**src/rtl/rdma_pkg.sv**
```systemverilog
package rdma_pkg;
    localparam int unsigned BYTE_W = 8;
    localparam int unsigned LANES  = 2;
    localparam int unsigned ADDR_W = BYTE_W * LANES;
    localparam int unsigned CNT_W  = ADDR_W;
    localparam int unsigned DATA_W = 2 * BYTE_W;
    localparam int unsigned SEL_W  = 1 + $clog2(LANES);

    typedef logic [ADDR_W-1:0] addr_t;
    typedef logic [CNT_W-1:0]  cnt_t;
    typedef logic [DATA_W-1:0] data_t;

    typedef struct packed {
        logic  busy;
        logic  dir_wr;
        logic  word;
        addr_t addr;
        cnt_t  remain;
        logic  done;
        data_t rdata;
        logic  rvalid;
    } eng_state_t;
endpackage

```
**src/rtl/rdma_cfg_regs.sv**
```systemverilog
module rdma_cfg_regs
    import rdma_pkg::*;
(
    input  logic             clk,
    input  logic             rst_n,
    input  logic             we,
    input  logic [SEL_W-1:0] sel,
    input  logic [BYTE_W-1:0] wdata,
    output addr_t            start_addr,
    output cnt_t             length
);
    localparam int unsigned LANE_W = SEL_W - 1;

    logic              is_len;
    logic [LANE_W-1:0] lane;

    assign is_len = sel[SEL_W-1];
    assign lane   = sel[LANE_W-1:0];

    for (genvar g = 0; g < LANES; g++) begin : g_lane
        logic [BYTE_W-1:0] addr_d, addr_q;
        logic [BYTE_W-1:0] len_d, len_q;
        logic              hit;

        assign hit = we && (lane == LANE_W'(g));

        always_comb begin
            addr_d = addr_q;
            len_d  = len_q;
            if (hit) begin
                if (is_len) begin
                    len_d = wdata;
                end else begin
                    addr_d = wdata;
                end
            end
        end

        always_ff @(posedge clk) begin
            if (!rst_n) begin
                addr_q <= '0;
                len_q  <= '0;
            end else begin
                addr_q <= addr_d;
                len_q  <= len_d;
            end
        end

        assign start_addr[g*BYTE_W +: BYTE_W] = addr_q;
        assign length[g*BYTE_W +: BYTE_W]     = len_q;
    end
endmodule

```
**src/rtl/rdma_step.sv**
```systemverilog
module rdma_step
    import rdma_pkg::*;
(
    input  cnt_t remain,
    input  logic word,
    output cnt_t step,
    output cnt_t next_remain,
    output logic now_term,
    output logic next_term
);
    always_comb begin
        step        = word ? CNT_W'(2) : CNT_W'(1);
        now_term    = remain < step;
        next_remain = remain - step;
        next_term   = next_remain < step;
    end
endmodule

```
**src/rtl/rdma_engine.sv**
```systemverilog
module rdma_engine
    import rdma_pkg::*;
(
    input  logic              clk,
    input  logic              rst_n,
    input  logic              cfg_we,
    input  logic [SEL_W-1:0]  cfg_sel,
    input  logic [BYTE_W-1:0] cfg_wdata,
    input  logic              start,
    input  logic              dir_wr,
    input  logic              word_mode,
    output logic              busy,
    output logic              done,
    output logic [ADDR_W-1:0] cur_addr,
    output logic [CNT_W-1:0]  remain,
    output logic              mem_req,
    output logic              mem_we,
    output logic              mem_word,
    output logic [ADDR_W-1:0] mem_addr,
    output logic [DATA_W-1:0] mem_wdata,
    input  logic              mem_ready,
    input  logic [DATA_W-1:0] mem_rdata,
    input  logic [DATA_W-1:0] host_wdata,
    output logic [DATA_W-1:0] host_rdata,
    output logic              host_rvalid
);
    eng_state_t st_d, st_q;

    addr_t start_addr;
    cnt_t  length;

    cnt_t  step_remain;
    logic  step_word;
    cnt_t  step;
    cnt_t  next_remain;
    logic  now_term;
    logic  next_term;

    rdma_cfg_regs u_cfg (
        .clk        (clk),
        .rst_n      (rst_n),
        .we         (cfg_we),
        .sel        (cfg_sel),
        .wdata      (cfg_wdata),
        .start_addr (start_addr),
        .length     (length)
    );

    // One stepper serves both the launch check (idle) and the running step.
    assign step_remain = st_q.busy ? st_q.remain : length;
    assign step_word   = st_q.busy ? st_q.word   : word_mode;

    rdma_step u_step (
        .remain      (step_remain),
        .word        (step_word),
        .step        (step),
        .next_remain (next_remain),
        .now_term    (now_term),
        .next_term   (next_term)
    );

    always_comb begin
        st_d        = st_q;
        st_d.done   = 1'b0;
        st_d.rvalid = 1'b0;
        if (!st_q.busy) begin
            if (start) begin
                st_d.addr   = start_addr;
                st_d.remain = length;
                st_d.word   = word_mode;
                st_d.dir_wr = dir_wr;
                if (now_term) begin
                    st_d.done = 1'b1;
                end else begin
                    st_d.busy = 1'b1;
                end
            end
        end else if (mem_ready) begin
            st_d.addr   = st_q.addr + ADDR_W'(step);
            st_d.remain = next_remain;
            if (!st_q.dir_wr) begin
                st_d.rdata  = mem_rdata;
                st_d.rvalid = 1'b1;
            end
            if (next_term) begin
                st_d.busy = 1'b0;
                st_d.done = 1'b1;
            end
        end
    end

    always_ff @(posedge clk) begin
        if (!rst_n) begin
            st_q <= '0;
        end else begin
            st_q <= st_d;
        end
    end

    assign busy        = st_q.busy;
    assign done        = st_q.done;
    assign cur_addr    = st_q.addr;
    assign remain      = st_q.remain;
    assign mem_req     = st_q.busy;
    assign mem_we      = st_q.busy & st_q.dir_wr;
    assign mem_word    = st_q.busy & st_q.word;
    assign mem_addr    = st_q.addr;
    assign mem_wdata   = host_wdata;
    assign host_rdata  = st_q.rdata;
    assign host_rvalid = st_q.rvalid;
endmodule

```
**config.mk**
```make
export PLATFORM = sky130hd
export DESIGN_NAME = rdma_engine
export DESIGN_NICKNAME = d
export VERILOG_FILES = /design/src/rtl/rdma_pkg.sv /design/src/rtl/rdma_cfg_regs.sv /design/src/rtl/rdma_step.sv /design/src/rtl/rdma_engine.sv
export SDC_FILE = /design/constraint.sdc
export NUM_CORES = 1
export LEC_CHECK = 0
export ABC_AREA = 1
export BUFFER_PORTS_ARGS = -buffer_cell sky130_fd_sc_hd__buf_2
export CAP_MARGIN = 20
export CORE_AREA = 3 3 96 98
export CTS_BUF_LIST = sky130_fd_sc_hd__clkbuf_8
export DETAILED_ROUTE_END_ITERATION = 10
export DIE_AREA = 0 0 99 101
export PLACE_DENSITY = 0.84
export SETUP_SLACK_MARGIN = 0.2
export SYNTH_ARGS = -nofsm -noshare
export SYNTH_HDL_FRONTEND = slang
export SYNTH_SLANG_ARGS = --single-unit
```
**constraint.sdc**
```tcl
create_clock -name clk -period 6.3 [get_ports clk]
set_input_delay 1.26 -clock clk [delete_from_list [all_inputs] [get_ports clk]]
set_output_delay 1.26 -clock clk [all_outputs]
set_load 0.03 [all_outputs]
```
# Word-level counts from Yosys, hierarchy flattened
# Index checks and enable logic that the tools add are counted.
# op_classes
add_sub_neg	2
magnitude_cmp	2
n_eq_ne	1
n_mux	13
bitwise_logic	6
reduce_logical	11
# op_table
op	count
two-way mux 50 bit	1
two-way mux 36 bit	1
two-way mux 33 bit	1
< comparator 16 bit	2
two-way mux 17 bit	1
adder 16 bit	1
two-way mux 16 bit	1
subtractor 16 bit	1
AND reduction 2 bit	6
two-way mux 1 bit	7
AND reduction 3 bit	2
inverter 1 bit	4
bitwise AND 1 bit	2
logical AND 1 bit	2
two-way mux 2 bit	1
inequality test 2 bit (second input constant)	1
nonzero test 2 bit	1
# word_totals
reg_bits	85
output_inout_bits	86

# Depth between registers and ports, before layout
# Gate-level depths: netlist (run 1).
# logic_depth
word_depth	7
ltp_mapped	21
depth_no_buf	18

# Cells and area by module
# Synthesis (run 1) repeated with hierarchy kept, for this count alone.
# unflattened
hier_cells	913
area_unflattened_um2	5879.4
# modules_own_cells
mod	instances	cells_each	area_per_inst_um2	seq_area_each_um2
rdma_engine	1	576	3798.6	1061.0
rdma_cfg_regs	1	191	1333.8	640.6
rdma_step	1	146	747.0	0.0

# Worst setup path before layout (run 1)
# No wires, ideal clock.
# synth_timing
kind	in2reg
from	input word_mode
to	register st_q (netlist bit busy)
setup_time_ns	0.113
arrival_ns	3.431
t_required_ns	6.187
path_slack_ns	2.756
stages	14
cell_sequence	a21oi_1 > ha_1 > inv_1 > fa_1 > ha_1 > nand2_1 > nand4_1 > nor2_1 > nand2_1 > nor2_1 > nand3_1 > nor2_1 > nand3_1 > nor2b_4
# synth_between
elab_chain_cells	7
elab_cells_between_ends	10
cone_classes	1 x add/sub; 2 x order compare; 7 x mux
# synth_rtl
item	line_no	rtl
start: declaration	rdma_engine.sv:11	input logic word_mode,
two-way mux 1 bit *	rdma_engine.sv:51	assign step_word = st_q.busy ? st_q.word : word_mode;
two-way mux 2 bit *	rdma_step.sv:12	step = word ? CNT_W'(2) : CNT_W'(1);
subtractor 16 bit	rdma_step.sv:14	next_remain = remain - step;
< comparator 16 bit	rdma_step.sv:15	next_term = next_remain < step;
two-way mux 1 bit	rdma_engine.sv:85	if (next_term) begin
two-way mux 1 bit	rdma_engine.sv:78	end else if (mem_ready) begin
two-way mux 1 bit *	rdma_engine.sv:66	if (!st_q.busy) begin
end signal: assignment	rdma_engine.sv:96	st_q <= st_d;
end: declaration	rdma_engine.sv:27	eng_state_t st_d, st_q;
# Every way passes the cells marked *; elsewhere a longest branch is shown, timed or not. The select of a mux whose other input is x is not followed.
# A chain may end at the register's enable or synchronous reset.

# Final worst setup path (run 1)
# Ends and elaborated chain as after synthesis.

==> results of run 1 <==
-- routing by layer --
layer	track usage, %	vias to the layer above	wire length (um)
li1	-	2177	-
met1	28.5	2036	4800
met2	39.0	204	5540
met3	5.61	44	908
met4	8.72	0	344
met5	0	-	0
-- worst max path at each step --
stage                    from  endpoint  cells past startpoint
CTS                 word_mode      busy                     14
global route             busy      busy                     15
finish              word_mode      busy                     14
global placement    word_mode      busy                     15
detailed placement  word_mode      busy                     15
floorplan           word_mode      busy                     14
-- stage by stage --
step                instance area [um^2]  utilization, %  hold WS (ps)
finish                              5050            59.1           451
global route                        5050            59.1           474
CTS                                 5030            58.8           451
detailed placement                  4780            55.9           439
global placement                    4780            55.9           434
floorplan                           4890               -           420
-- critical path, cell delays in order --
cell     delay [ps]
buf_2           110
a21oi_1         570
ha_1            260
inv_1            50
fa_1            390
inv_1            70
nand3_1         150
nor2_2          200
nand3_1         130
o21ai_0         170
o21ai_0         150
nor2_1          170
nand3_1         130
nor2b_4         140
-- cell usage after synthesis, types with 2 or more instances --
cell,instances,share of area [%]
fa_1,2,0.82
nand3b_1,2,0.31
inv_1,67,5.1
a22oi_1,2,0.31
buf_2,6,0.61
o21ai_2,5,0.90
inv_2,4,0.31
a21oi_1,39,4.0
o22ai_1,2,0.26
o21ai_0,65,6.7
nor2_1,79,6.1
xor2_1,3,0.54
nor2_2,10,1.3
clkinv_1,2,0.15
nand3_1,29,3.0
buf_4,81,12
clkbuf_1,16,1.2
nand4_1,4,0.51
nand2_2,5,0.64
nand2_1,128,9.8
o21a_1,3,0.46
nand3_2,3,0.61
buf_6,2,0.46
ha_1,7,1.8
a31oi_1,22,2.8
dfxtp_1,85,35
-- power by group through the flow --
stage / registers (uW) / logic (uW) / clock network, uW
final: 594 / 339 / 473
after global routing: 599 / 374 / 506
after CTS: 594 / 335 / 480
after detailed placement: 606 / 331 / 0
after global placement: 605 / 323 / 0
after floorplan: 604 / 308 / 0
-- state kept, by name, indices dropped and copies added (netlist names) --
name,count
st_q,2
u_cfg.g_lane.len_q,16
cur_addr,16
u_cfg.g_lane.addr_q,16
done,1
host_rdata,16
host_rvalid,1
remain,16
busy,1
-- area by class of cell --
class | instances | area share [%]
sequential | 85 | 33.7
clock inverter | 6 | 2.15
tap | 108 | 2.67
multi-input combinational | 427 | 42.6
inverter | 73 | 5.42
timing repair buffer | 104 | 10.8
clock buffer | 10 | 2.72
-- cell families after synthesis --
| logic type | count (synthesis) |
|---|---|
| AO/OA/AOI/OAI | 148 |
| XOR/XNOR | 5 |
| adder cells (fa/ha/maj) | 9 |
| buffers and inverters | 181 |
| flip-flops | 85 |
| AND/OR/NAND/NOR | 265 |
==> flow_summary.ini, run 1 <==
[die]
start_util_pct = 57.2
die_w_um = 99
num_rows = 34
die_h_um = 101
pin_count = 135
core_area_mm2 = 0.00855
dieArea_mm2 = 0.0100

[grt]
grt_pass1_wl_um = 18900
grt_pass1_vias = 4167
antenna_found_initial = 0
globalRoute.totalOverflow = 0
grt_max_degree = 56
track_usage_pct = 23.1

[place]
pre_cts_ws_ps = 2290
dp_cells = 796
gp_congestion = 0.910
portBuffers = 102
hpwl_um = 8170

[power]
p_comb_share_pct = 24.1
peakVddDrop_mv = 0.159
pwr-share-seq_pct = 42.2
switching_share_pct = 32.7
clockPowerShare_pct = 33.6
power.total_uw = 1410
p_per_area_mw_per_mm2 = 278
p_leak_uw = 0.00234
power.switching_uw = 460
p_int_uw = 946

[synthesis]
synth-compound-area-share_pct = 17.1
syn_nets = 751
synth_edf_count = 0
synthAdderAreaFrac_pct = 2.61
syn_area_mm2 = 0.00489
synth-simple-area-share_pct = 23.3
synthCells = 693
ys_async_sr_fraction_pct = 0
ys.flop_type = dfxtp_1
synth_area_per_cell_um2 = 7.05
ys_types = 46
synth_mux_area_share_pct = 0
ys_warn_count = 0
synthXorXnorAreaFrac_pct = 1.05
synth_top_family_by_area = simple AND/OR/NAND/NOR gates
seq_area_frac_synth_pct = 34.8
synth_seq_cells = 85

[hold_path]
min_path_cells = 2
min_to = u_cfg.g_lane[0].len_q[7]
hold_path.class = flop to flop
hold_path_startpoint = u_cfg.g_lane[0].len_q[7]

[finish]
final_common_cell = nand2_1
fillers = 767
instances_no_fill = 813
layout.nets = 758
diodes = 0
seq_area_mm2 = 0.00170
area_growth_pct = 3.43
multi_input_area_mm2 = 0.00215
final_cell_mix = nand2_1 (128), buf_2 (102), dfxtp_1 (85), nor2_1 (79), inv_1 (67)
layout-drive-gt1-share_pct = 21.8

[sta]
slew_violations = 0
fin_worst_skew_ps = 10.5
final.setup.tns_ps = 0
period_needed_ps = 3720
setup_ws_ps = 2580
fin_crit_sh_pct = 59.1
hold_viol_final = 0
rsz0062_at_grt = false
fmax_mhz = 269
tightestPinTransition_ps = 1050
slew_headroom_pct = 29.7
setup_violations = 0

[clock_tree]
cts_made_buffers = 9
path_clk_slew_ps = 80
clockBufferDepth = 2
postCtsSetupBuffers = 0
postCtsHoldBufs = 0
cts_resized = 0
htreeDepth = 3
cts_tree = done
cts.sinks = 85
root_buffer = clkbuf_8
clock_latency_ps = 350

[critical_path]
worstPathRequired_ps = 6540
cp.arrival_ps = 3970
reg2reg_from = busy
start_kind = input pin
reg2regPathDepth = 15
rr_endpoint = busy
cp_max_fo = 8
worstSetupPathType = input pin to flop
reg2reg_slack_ps = 2600
cp-end-kind = flop

[drt]
first_pass_iters = 5
drc_errors = 0
wl_per_cell_um = 14.3
vias = 4461
final_antenna_net_count = 0
drt-initial-drc-count = 275
viasPerCell = 5.49
wl_um = 11600

[run_status]
status = complete, no violations

[run]
max_cap_violations = 0
(Power assumes the default switching activity.)
==> run 2: changes to the inputs <==
Settings changed: CORE_AREA 3 3 96 98 to 3 3 99 101, DIE_AREA 0 0 99 101 to 0 0 102 104, PLACE_DENSITY 0.84 to 0.8.
Clock period 6.3 ns to 3.6 ns, I/O delays scaled along.
==> run 2 against run 1 <==
Net effect: clock skew rose by 4.7 ps; sequential share of layout area barely moved; flip-flop and latch count did not move; register-to-register slack got worse by 2100 ps; worst hold slack improved by 6.4 ps; largest cell class unchanged; highest routed layer unchanged.
==> flow_summary.ini, run 2 (synthesis gave the netlist of run 1 again) <==
[drt]
wl_um = 11900
drt-initial-drc-count = 275
first_pass_iters = 5
vias = 4464
drc_errors = 0
viasPerCell = 5.44
wl_per_cell_um = 14.5
final_antenna_net_count = 0

[critical_path]
start_kind = flop
worstSetupPathType = flop to flop
worstPathRequired_ps = 3860
cp.arrival_ps = 3320
reg2regPathDepth = 14
cp_max_fo = 28
cp-end-kind = flop

[grt]
track_usage_pct = 22.6
globalRoute.totalOverflow = 0
grt_pass1_wl_um = 19600
antenna_found_initial = 0
grt_max_degree = 55
grt_pass1_vias = 4198

[hold_path]
hold_path.class = flop to flop
min_path_cells = 2

[clock_tree]
postCtsSetupBuffers = 0
root_buffer = clkbuf_8
cts_resized = 0
cts_tree = done
cts.sinks = 85
clock_latency_ps = 370
htreeDepth = 3
clockBufferDepth = 2
postCtsHoldBufs = 0
cts_made_buffers = 9
path_clk_slew_ps = 90

[die]
pin_count = 135
die_h_um = 104
core_area_mm2 = 0.00911
num_rows = 35
die_w_um = 102
dieArea_mm2 = 0.0106
start_util_pct = 53.7

[sta]
fin_crit_sh_pct = 85.1
tightestPinTransition_ps = 965
period_needed_ps = 3060
slew_violations = 0
fmax_mhz = 326
setup_violations = 0
rsz0062_at_grt = false
hold_viol_final = 0
fin_worst_skew_ps = 15.2
final.setup.tns_ps = 0
slew_headroom_pct = 35.4

[finish]
final_area_mm2 = 0.00505
diodes = 0
fillers = 895
layout.nets = 762
area_growth_pct = 3.41
final_common_cell = nand2_1
layout-drive-gt1-share_pct = 22.4
final_cell_mix = nand2_1 (128), buf_2 (102), dfxtp_1 (85), nor2_1 (79), inv_1 (67)
fin_util_pct = 55.5

[place]
dpl_cell_area_mm2 = 0.00482
portBuffers = 102
gp_congestion = 0.956
hpwl_um = 8370

[run_status]
status = complete, no violations

[power]
p_per_area_mw_per_mm2 = 467
peakVddDrop_mv = 0.243
p_leak_uw = 0.00234
power.total_uw = 2360

[run]
max_cap_violations = 0
## run 2: cell count changes in the layout (fill, tap and decap cells not counted), moves of 2 or more
| cell | delta |
|---|---|
| clkinv_4 | +3 |
| bufinv_16 | -2 |
| buf_4 | +4 |
| inv_8 | +2 |
## run 2: report_power, final
part / switching (uW) / internal (uW)
logic: 424 / 180
clock network: 382 / 333
registers: 41.9 / 1000
total: 848 / 1510
## run 2: stage by stage
step | hold WS, ps | cells | setup WS [ps]
2_1_floorplan | 420 | 693 | 393
3_3_place_gp | 434 | 803 | 664
3_5_place_dp | 439 | 803 | 518
4_1_cts | 456 | 819 | 569
5_1_grt | 478 | 820 | 336
6_report | 457 | 820 | 537
## run 2: cell type report
cell class	instances	area, um^2	area share [%]
inverters	73	274	5.42
multi-input cells	427	2160	42.7
repair buffers	108	576	11.4
clock buffers	9	124	2.45
clock inverters	7	83.8	1.66
well taps	111	139	2.75
flip-flops and latches	85	1700	33.7
## run 2: path summary, 6_finish.rpt
check / startpoint / endpoint / slack (ps)
max reg2reg: busy / busy / 540
min reg2reg: u_cfg.g_lane[0].len_q[7] / u_cfg.g_lane[0].len_q[7] / 460
max: busy / busy / 540
min: u_cfg.g_lane[0].len_q[7] / u_cfg.g_lane[0].len_q[7] / 460
## run 2: layer usage
| layer | vias up | GRT usage [%] | wire length (um) |
|---|---|---|---|
| li1 | 2174 | - | - |
| met1 | 2051 | 29.0 | 4960 |
| met2 | 209 | 36.4 | 5640 |
| met3 | 30 | 5.70 | 1010 |
| met4 | 0 | 7.78 | 290 |
| met5 | - | 0 | 0 |
## run 2: critical path, cell delays in order (launching register included)
cell and delay (ps):
dfxtp_1 430, buf_4 360, o21a_1 250, ha_1 160, inv_1 50, fa_1 390, inv_1 80, nand3_1 150
nor2_2 220, nand3_1 130, o21ai_0 170, o21ai_0 150, nor2_1 150, nand3_1 130, nor2b_4 150
